### src/rtl/ldr_pkg.sv
package ldr_pkg;

  localparam int KW_LEN  = 4;
  localparam int MSG_LEN = 4;

  localparam logic [8*KW_LEN-1:0]  KW_HEX_TXT = "LDHX";
  localparam logic [8*KW_LEN-1:0]  KW_B64_TXT = "LDBS";
  localparam logic [8*MSG_LEN-1:0] MSG_GOOD   = "PASS";
  localparam logic [8*MSG_LEN-1:0] MSG_BAD    = "FAIL";

  localparam logic [7:0] CH_SPACE = 8'h20;
  localparam logic [7:0] CH_TERM  = 8'h7E;

  typedef enum logic [1:0] {
    ST_IDLE  = 2'd0,
    ST_KEY   = 2'd1,
    ST_DATA  = 2'd2,
    ST_REPLY = 2'd3
  } ldr_state_e;

  typedef struct packed {
    logic       emit;
    logic [7:0] data;
    logic [5:0] rest;
    logic [2:0] nbits;
  } b64_step_t;

  // character idx (0 = first) of the selected keyword
  function automatic logic [7:0] kw_char(input logic sel_b64, input int idx);
    return sel_b64 ? KW_B64_TXT[8*(KW_LEN-1-idx) +: 8]
                   : KW_HEX_TXT[8*(KW_LEN-1-idx) +: 8];
  endfunction

  function automatic logic [7:0] msg_char(input logic good, input int idx);
    return good ? MSG_GOOD[8*(MSG_LEN-1-idx) +: 8]
                : MSG_BAD[8*(MSG_LEN-1-idx) +: 8];
  endfunction

  function automatic logic is_blank(input logic [7:0] c);
    return (c == 8'h20) || (c == 8'h09) || (c == 8'h0D) || (c == 8'h0A);
  endfunction

  // {valid, nibble}
  function automatic logic [4:0] hex_digit(input logic [7:0] c);
    logic [4:0] r;
    r = '0;
    if (c >= 8'h30 && c <= 8'h39)      r = {1'b1, c[3:0]};
    else if (c >= 8'h41 && c <= 8'h46) r = {1'b1, 4'(c[3:0] + 4'd9)};
    else if (c >= 8'h61 && c <= 8'h66) r = {1'b1, 4'(c[3:0] + 4'd9)};
    return r;
  endfunction

  // {valid, six-bit value}
  function automatic logic [6:0] b64_digit(input logic [7:0] c);
    logic [6:0] r;
    r = '0;
    if (c >= 8'h41 && c <= 8'h5A)      r = {1'b1, 6'(c - 8'h41)};
    else if (c >= 8'h61 && c <= 8'h7A) r = {1'b1, 6'(c - 8'h47)};
    else if (c >= 8'h30 && c <= 8'h39) r = {1'b1, 6'(c + 8'h04)};
    else if (c == 8'h2B)               r = {1'b1, 6'd62};
    else if (c == 8'h2F)               r = {1'b1, 6'd63};
    return r;
  endfunction

  // append six bits to nbits pending bits (nbits is 0, 2, 4 or 6)
  function automatic b64_step_t b64_step(input logic [5:0] rest,
                                         input logic [2:0] nbits,
                                         input logic [5:0] v);
    b64_step_t  r;
    logic [11:0] joined;
    logic [2:0]  shift;
    logic [5:0]  mask;
    joined = {rest, v};
    shift  = nbits - 3'd2;
    mask   = 6'((7'd1 << shift) - 7'd1);
    if (nbits == 3'd0) begin
      r.emit  = 1'b0;
      r.data  = '0;
      r.rest  = v;
      r.nbits = 3'd6;
    end else begin
      r.emit  = 1'b1;
      r.data  = 8'(joined >> shift);
      r.rest  = joined[5:0] & mask;
      r.nbits = shift;
    end
    return r;
  endfunction

endpackage

### src/rtl/ldr_kw_match.sv
module ldr_kw_match
  import ldr_pkg::*;
(
  input  logic       clk,
  input  logic       rst_n,
  input  logic       restart,
  input  logic       step,
  input  logic [7:0] ch,
  output logic       hit_hex,
  output logic       hit_b64,
  output logic       miss
);
  localparam int IW = (KW_LEN > 1) ? $clog2(KW_LEN) : 1;
  localparam logic [IW-1:0] LAST = IW'(KW_LEN - 1);

  logic [IW-1:0] idx_q;
  logic          alive_hex_q, alive_b64_q;
  logic          eq_hex, eq_b64;

  assign eq_hex  = alive_hex_q && (ch == kw_char(1'b0, int'(idx_q)));
  assign eq_b64  = alive_b64_q && (ch == kw_char(1'b1, int'(idx_q)));
  assign hit_hex = step && eq_hex && (idx_q == LAST);
  assign hit_b64 = step && eq_b64 && (idx_q == LAST);
  assign miss    = step && !eq_hex && !eq_b64;

  always_ff @(posedge clk) begin
    if (!rst_n) begin
      idx_q       <= '0;
      alive_hex_q <= 1'b0;
      alive_b64_q <= 1'b0;
    end else if (restart) begin
      idx_q       <= '0;
      alive_hex_q <= 1'b1;
      alive_b64_q <= 1'b1;
    end else if (step) begin
      idx_q       <= idx_q + 1'b1;
      alive_hex_q <= eq_hex;
      alive_b64_q <= eq_b64;
    end
  end
endmodule

### src/rtl/ldr_data_decode.sv
module ldr_data_decode
  import ldr_pkg::*;
(
  input  logic       clk,
  input  logic       rst_n,
  input  logic       clear,
  input  logic       stb,
  input  logic [7:0] ch,
  input  logic       use_b64,
  output logic       byte_stb,
  output logic [7:0] byte_val,
  output logic       err,
  output logic       term_hit
);
  logic [7:0] hex_acc_q;
  logic [1:0] hex_cnt_q;
  logic [5:0] b64_rest_q;
  logic [2:0] b64_nb_q;
  logic       err_q;

  logic [4:0] dig_h;
  logic [6:0] dig_b;
  logic       blank, is_term, sep;
  logic       hex_hit, b64_hit, bad_char, over_long, err_now;
  logic       hex_emit, b64_emit;
  b64_step_t  pk;

  assign dig_h     = hex_digit(ch);
  assign dig_b     = b64_digit(ch);
  assign blank     = is_blank(ch);
  assign is_term   = (ch == CH_TERM);
  assign sep       = blank || is_term;
  assign hex_hit   = !use_b64 && dig_h[4];
  assign b64_hit   = use_b64 && dig_b[6];
  assign bad_char  = !sep && !hex_hit && !b64_hit;
  assign over_long = hex_hit && (hex_cnt_q == 2'd2);
  assign err_now   = stb && (bad_char || over_long);
  assign pk        = b64_step(b64_rest_q, b64_nb_q, dig_b[5:0]);
  assign hex_emit  = !use_b64 && sep && (hex_cnt_q != 2'd0);
  assign b64_emit  = b64_hit && pk.emit;

  assign byte_stb  = stb && !err_q && !err_now && (hex_emit || b64_emit);
  assign byte_val  = use_b64 ? pk.data : hex_acc_q;
  assign err       = err_q;
  assign term_hit  = stb && is_term;

  always_ff @(posedge clk) begin
    if (!rst_n || clear) begin
      hex_acc_q  <= '0;
      hex_cnt_q  <= '0;
      b64_rest_q <= '0;
      b64_nb_q   <= '0;
      err_q      <= 1'b0;
    end else if (stb) begin
      err_q <= err_q || err_now;
      if (!use_b64) begin
        if (sep) begin
          hex_acc_q <= '0;
          hex_cnt_q <= '0;
        end else if (hex_hit && !over_long) begin
          hex_acc_q <= {hex_acc_q[3:0], dig_h[3:0]};
          hex_cnt_q <= hex_cnt_q + 2'd1;
        end
      end
      if (b64_hit) begin
        b64_rest_q <= pk.rest;
        b64_nb_q   <= pk.nbits;
      end
    end
  end
endmodule

### src/rtl/ldr_status_tx.sv
module ldr_status_tx
  import ldr_pkg::*;
(
  input  logic       clk,
  input  logic       rst_n,
  input  logic       start,
  input  logic       good,
  input  logic       tx_ready,
  output logic       tx_valid,
  output logic [7:0] tx_data,
  output logic       done
);
  localparam int IW = (MSG_LEN > 1) ? $clog2(MSG_LEN) : 1;
  localparam logic [IW-1:0] LAST = IW'(MSG_LEN - 1);

  logic          active_q, good_q;
  logic [IW-1:0] idx_q;

  assign tx_valid = active_q;
  assign tx_data  = msg_char(good_q, int'(idx_q));
  assign done     = active_q && tx_ready && (idx_q == LAST);

  always_ff @(posedge clk) begin
    if (!rst_n) begin
      active_q <= 1'b0;
      good_q   <= 1'b0;
      idx_q    <= '0;
    end else if (start) begin
      active_q <= 1'b1;
      good_q   <= good;
      idx_q    <= '0;
    end else if (active_q && tx_ready) begin
      idx_q <= idx_q + 1'b1;
      if (idx_q == LAST) active_q <= 1'b0;
    end
  end
endmodule

### src/rtl/text_loader.sv
module text_loader
  import ldr_pkg::*;
#(
  parameter int AW = 16
) (
  input  logic          clk,
  input  logic          rst_n,
  input  logic          rx_valid,
  input  logic [7:0]    rx_data,
  input  logic          tx_ready,
  output logic          wr_valid,
  output logic [AW-1:0] wr_addr,
  output logic [7:0]    wr_data,
  output logic          tx_valid,
  output logic [7:0]    tx_data
);
  ldr_state_e    state_q, state_d;
  logic          mode_b64_q;
  logic [AW-1:0] next_addr_q;

  logic kw_restart, kw_step, hit_hex, hit_b64, kw_miss;
  logic dec_clear, dec_stb, byte_stb, dec_err, dec_term;
  logic [7:0] byte_val;
  logic tx_start, tx_done, got_space;

  assign got_space = rx_valid && (rx_data == CH_SPACE);
  assign kw_step   = rx_valid && (state_q == ST_KEY);
  assign dec_stb   = rx_valid && (state_q == ST_DATA);
  assign dec_clear = hit_hex || hit_b64;

  ldr_kw_match u_kw (
    .clk(clk), .rst_n(rst_n), .restart(kw_restart), .step(kw_step),
    .ch(rx_data), .hit_hex(hit_hex), .hit_b64(hit_b64), .miss(kw_miss)
  );

  ldr_data_decode u_dec (
    .clk(clk), .rst_n(rst_n), .clear(dec_clear), .stb(dec_stb),
    .ch(rx_data), .use_b64(mode_b64_q), .byte_stb(byte_stb),
    .byte_val(byte_val), .err(dec_err), .term_hit(dec_term)
  );

  ldr_status_tx u_tx (
    .clk(clk), .rst_n(rst_n), .start(tx_start), .good(!dec_err),
    .tx_ready(tx_ready), .tx_valid(tx_valid), .tx_data(tx_data),
    .done(tx_done)
  );

  always_comb begin
    state_d    = state_q;
    kw_restart = 1'b0;
    tx_start   = 1'b0;
    case (state_q)
      ST_IDLE: begin
        if (got_space) begin
          kw_restart = 1'b1;
          state_d    = ST_KEY;
        end
      end
      ST_KEY: begin
        if (hit_hex || hit_b64) begin
          state_d = ST_DATA;
        end else if (kw_miss) begin
          if (got_space) kw_restart = 1'b1;
          else           state_d    = ST_IDLE;
        end
      end
      ST_DATA: begin
        if (dec_term) begin
          tx_start = 1'b1;
          state_d  = ST_REPLY;
        end
      end
      ST_REPLY: begin
        if (tx_done) state_d = ST_IDLE;
      end
      default: state_d = ST_IDLE;
    endcase
  end

  always_ff @(posedge clk) begin
    if (!rst_n) begin
      state_q     <= ST_IDLE;
      mode_b64_q  <= 1'b0;
      next_addr_q <= '0;
      wr_valid    <= 1'b0;
      wr_addr     <= '0;
      wr_data     <= '0;
    end else begin
      state_q  <= state_d;
      wr_valid <= byte_stb;
      if (dec_clear) begin
        mode_b64_q  <= hit_b64;
        next_addr_q <= '0;
      end else if (byte_stb) begin
        next_addr_q <= next_addr_q + 1'b1;
        wr_addr     <= next_addr_q;
        wr_data     <= byte_val;
      end
    end
  end
endmodule

### config.mk
export PLATFORM = sky130hd
export DESIGN_NAME = text_loader
export DESIGN_NICKNAME = d
export VERILOG_FILES = /design/src/rtl/ldr_pkg.sv /design/src/rtl/ldr_kw_match.sv /design/src/rtl/ldr_data_decode.sv /design/src/rtl/ldr_status_tx.sv /design/src/rtl/text_loader.sv
export SDC_FILE = /design/constraint.sdc
export NUM_CORES = 1
export LEC_CHECK = 0
export ABC_AREA = 1
export BUFFER_PORTS_ARGS = -buffer_cell sky130_fd_sc_hd__buf_2
export CAP_MARGIN = 20
export CORE_ASPECT_RATIO = 0.8
export CORE_UTILIZATION = 35
export CTS_CLUSTER_SIZE = 14
export DETAILED_ROUTE_END_ITERATION = 10
export PLACE_DENSITY = 0.53
export SYNTH_ARGS = -nofsm -noshare
export SYNTH_HDL_FRONTEND = slang
export SYNTH_SLANG_ARGS = --single-unit
### constraint.sdc
create_clock -name clk -period 7.3 [get_ports clk]
set_clock_uncertainty 0.05 [all_clocks]
set_input_delay 1.46 -clock clk [delete_from_list [all_inputs] [get_ports clk]]
set_output_delay 1.46 -clock clk [all_outputs]
set_load 0.02 [all_outputs]
==> implementation parameters <==
Parameter                              Value

Run status
  Status ... complete, but fails checks
  Failing checks ... DRC

Worst setup path
  Required @ worst endpoint ... around 7.5 ns
  Worst reg2reg setup slack ... between 3 and 4 ns
  RR Startpoint ... u_dec.b64_nb_q[1]
  Data arrival time of the critical path ... ~4.8 ns
  Critical path capture point type ... flop
  CP Max Fanout ... 47
  Reg-to-Reg End ... wr_data[2]
  Cell seen most often among critical-path stages ... nand2_2
  Worst Path Buf+Inv ... 2
  Register-to-Register Path Depth ... 8
  Critical Path Slowest Stage Cell ... nand3_2
  Number of cells on the critical path ... 14
  Cell class contributing the biggest share of worst-path delay ... simple AND/OR/NAND/NOR gates
  Sort of element at the start of the critical path ... input port
  Startpoint-to-endpoint class of the critical path ... in -> reg
  Critical-path cell list ... buf_2, inv_1, ha_1, nand2_1, nand3_1, nand2_1, nand2_2, nand2_2, nand3_2, nand4_1, nand2_2, nand3_2, nor2_1, nor2_1
  Largest stage delay on the critical path ... around 0.86 ns

Layout
  Share of final-layout standard cells stronger than drive strength 1 ... about an eighth
  Post-route insts no fill ... 895
  Final standard cell area without fillers ... approximately 5100 µm²
  Diode insertion count for antenna repair ... 0
  Layout overhead on the synthesized area ... 11.89%
  Fill cell total of the finished layout ... about 1.4k
  Core Util, Final ... ~40%
  Net count reported at finish ... 748

Logic synthesis
  Synth Warn # ... 0
  Prevailing post-synth register cell ... dfxtp_1
  Number of flops mapped to enable cells by yosys ... 0
  Commonest cells in the synthesized netlist ... nand2_1 (198), dfxtp_1 (71), a21oi_1 (60), nor2_1 (58), inv_1 (54)
  Average size of a mapped cell ... approximately 6.6 µm²
  Synth Register Bits ... 71
  Netlist area before placement ... between 4000 and 5000 µm²
  Top area cells in the synthesized netlist ... dfxtp_1 (31%), nand2_1 (16%), a21oi_1 (6.5%)
  Post-synthesis cell type count ... 39
  Sequential cell area fraction in the yosys report ... 30.90%
  Most frequent cell after synthesis ... nand2_1
  Top cell type's share of synthesized area ... a little under a third
  Fraction of registers with async set or reset after synthesis ... 0%
  Biggest area consumer among synthesized cells ... dfxtp_1
  Post-synthesis cell count ... 693

Global routing
  Vias in the first global route ... 4072
  Total Routing Usage GR ... 18.93%
  Wire length of the first global-routing pass ... approximately 20000 µm
  Pin count of the biggest net entering global routing ... 48
  Number of antenna violations at the first check in global routing ... 0
  Sum of overflow across all layers after global routing ... 0

STA
  Final period demand of the worst path ... ~4.6 ns
  Worst-case headroom to the max-slew limit ... between 30% and 40%
  Setup TNS ... 0 ns
  RSZ-0062 raised after global routing ... false
  Final count of pins violating max slew ... 0
  Share of the clock period used by the worst path after layout ... a little over three fifths
  Timing-limited maximum frequency ... 217.1 MHz
  Worst Slack Setup Final ... 2.693 ns
  Setup Viol. Count Final ... 0
  Least-Margin Pin Slew ... 0.9510 ns
  Final count of hold timing violations ... 0

Clock network
  Number of CTS-inserted buffers ... 9
  Clock transition at the registers of the reported paths ... roughly 0.060 ns
  Setup Fix Bufs, Post-CTS ... 0
  Worst-Skew Late Latency ... approximately 0.34 ns
  Maximum buffer depth of the clock tree ... 2
  Root buffer cell ... clkbuf_16
  Clock tree from TritonCTS ... yes
  H-tree depth ... 3
  Sinks on Clock Net ... between 70 and 80
  Number of hold buffers added after CTS ... 0
  Post-cts repair resize count ... 0

Route
  Router iterations before antenna repair ... 8
  Total wire length after detailed routing ... around 12000 µm
  Detail Route Antenna Nets ... 0
  Initial DRC Count ... 395
  Vias per std cell ... ~5.0
  Per-cell routed wire length ... about 14 µm
  Overall via count from detail_route ... 4517
  Remaining routing DRC violations ... 2

Floorplanning
  Area of the placeable core ... about 13000 µm²
  Standard-cell rows ... 37
  I/O pin cnt ... 46
  Die area ... roughly 14000 µm²
  Overall die height ... between 100 and 150 µm
  Die X-Extent ... 130.2 µm
  Initial core utilization ... 35.87%

Place
  Count of port buffers added during placement ... 42
  Post-Place Cell Area ... approximately 4800 µm²
  Routability congestion estimate ... slightly below 1
  Final HPWL from detailed placement ... 9022 µm
  Pre-CTS setup slack ... approximately 2.4 ns
  # placed instances ... ~880

Min path
  Class of the tightest hold or removal check ... reg -> reg
  Hold path startpoint ... u_dec.err
  Count of cells along the worst hold path ... 1
  Endpoint of the worst hold-timing path ... u_tx.good_q

Pwr
  Worst voltage drop across the vdd grid ... between 0.1 and 0.15 mV
  Leakage power of the design ... approximately 2.2 nW
  Power per Cell Area ... around 180 nW/µm²

Job
  Maximum capacitance violations ... 0
[layout make-up]
cell class              count  area (µm²)  share of cell area (%)
clock buffers              10       239.0                   4.644
clock inverters             6       60.06                   1.167
inverters                  62       235.2                   4.571
multi-input cells         527        2746                   53.37
flip-flops and latches     71        1421                   27.62
well taps                 175       219.0                   4.255
repair buffers             44       225.2                   4.376
[where the power goes]
part           switching [mW]  internal (mW)  leakage, nW
logic                  0.0658         0.0268         1.46
registers             0.00413          0.391        0.572
clock network           0.171          0.272        0.144
[registers in the layout (all words and copies together) (netlist names)]
name	count
u_kw.alive_hex_q	1
u_dec.hex_cnt_q	2
wr_data	8
u_dec.b64_nb_q	2
state_q	2
u_tx.good_q	1
u_dec.b64_rest_q	6
mode_b64_q	1
u_tx.tx_valid	1
u_dec.err	1
u_dec.hex_acc_q	8
u_kw.alive_b64_q	1
u_tx.idx_q	2
wr_valid	1
next_addr_q	16
wr_addr	16
u_kw.idx_q	2
[per-layer routing]
| layer | share of wire, % | track usage, % | up-vias |
|---|---|---|---|
| li1 | - | - | 2332 |
| met1 | 55 | 29.77 | 2057 |
| met2 | 39 | 24.85 | 115 |
| met3 | 5.3 | 4.455 | 13 |
| met4 | 1.4 | 5.150 | 0 |
| met5 | 0 | 0 | - |
[worst reg2reg max path, delay by kind of cell (launching register included)]
family	cells	cell delay, ns
buffers and inverters	2	0.48
AND/OR/NAND/NOR	5	2.02
flip-flops	1	0.63
adder cells (fa/ha/maj)	1	0.33
[worst max-delay path by stage]
stage | start | end
3_5_place_dp | rx_data[3] | wr_data[2]
5_1_grt | rx_data[3] | wr_addr[13]
6_report | rx_data[3] | wr_data[2]
2_1_floorplan | rx_data[1] | next_addr_q[5]
4_1_cts | rx_data[3] | wr_data[2]
3_3_place_gp | rx_data[3] | wr_data[0]
[cells in the final DEF (no fill, tap or decap), types with 6 or more instances in the layout]
| cell type | Yosys | layout |
|---|---|---|
| ha_1 | 21 | 21 |
| nor3_1 | 8 | 8 |
| nand3_1 | 53 | 53 |
| clkbuf_16 | 0 | 9 |
| nand2_1 | 198 | 198 |
| buf_2 | 13 | 42 |
| o21ai_0 | 21 | 21 |
| nand2_2 | 6 | 6 |
| nor2_1 | 58 | 58 |
| a21oi_1 | 60 | 60 |
| nand4_1 | 41 | 41 |
| inv_1 | 54 | 54 |
| xor2_1 | 19 | 19 |
| dfxtp_1 | 71 | 71 |
[through the flow]
step	hold slack [ns]	power, mW
after CTS	0.4052	0.9401
after global routing	0.4290	0.9679
after detailed placement	0.3875	0.4949
after global placement	0.3861	0.4945
after floorplan	0.3639	0.4721
final	0.4044	0.9300
[logic make-up after synthesis]
kind of cell / synth area share, %
compound gates: 12.16
other cells: 0.1633
mux: 0.4353
xor+xnor: 4.380
flops: 30.90
fa+ha+maj: 5.713
simple gates: 36.78
buf+inv: 9.467
(Power assumes the default switching activity.)
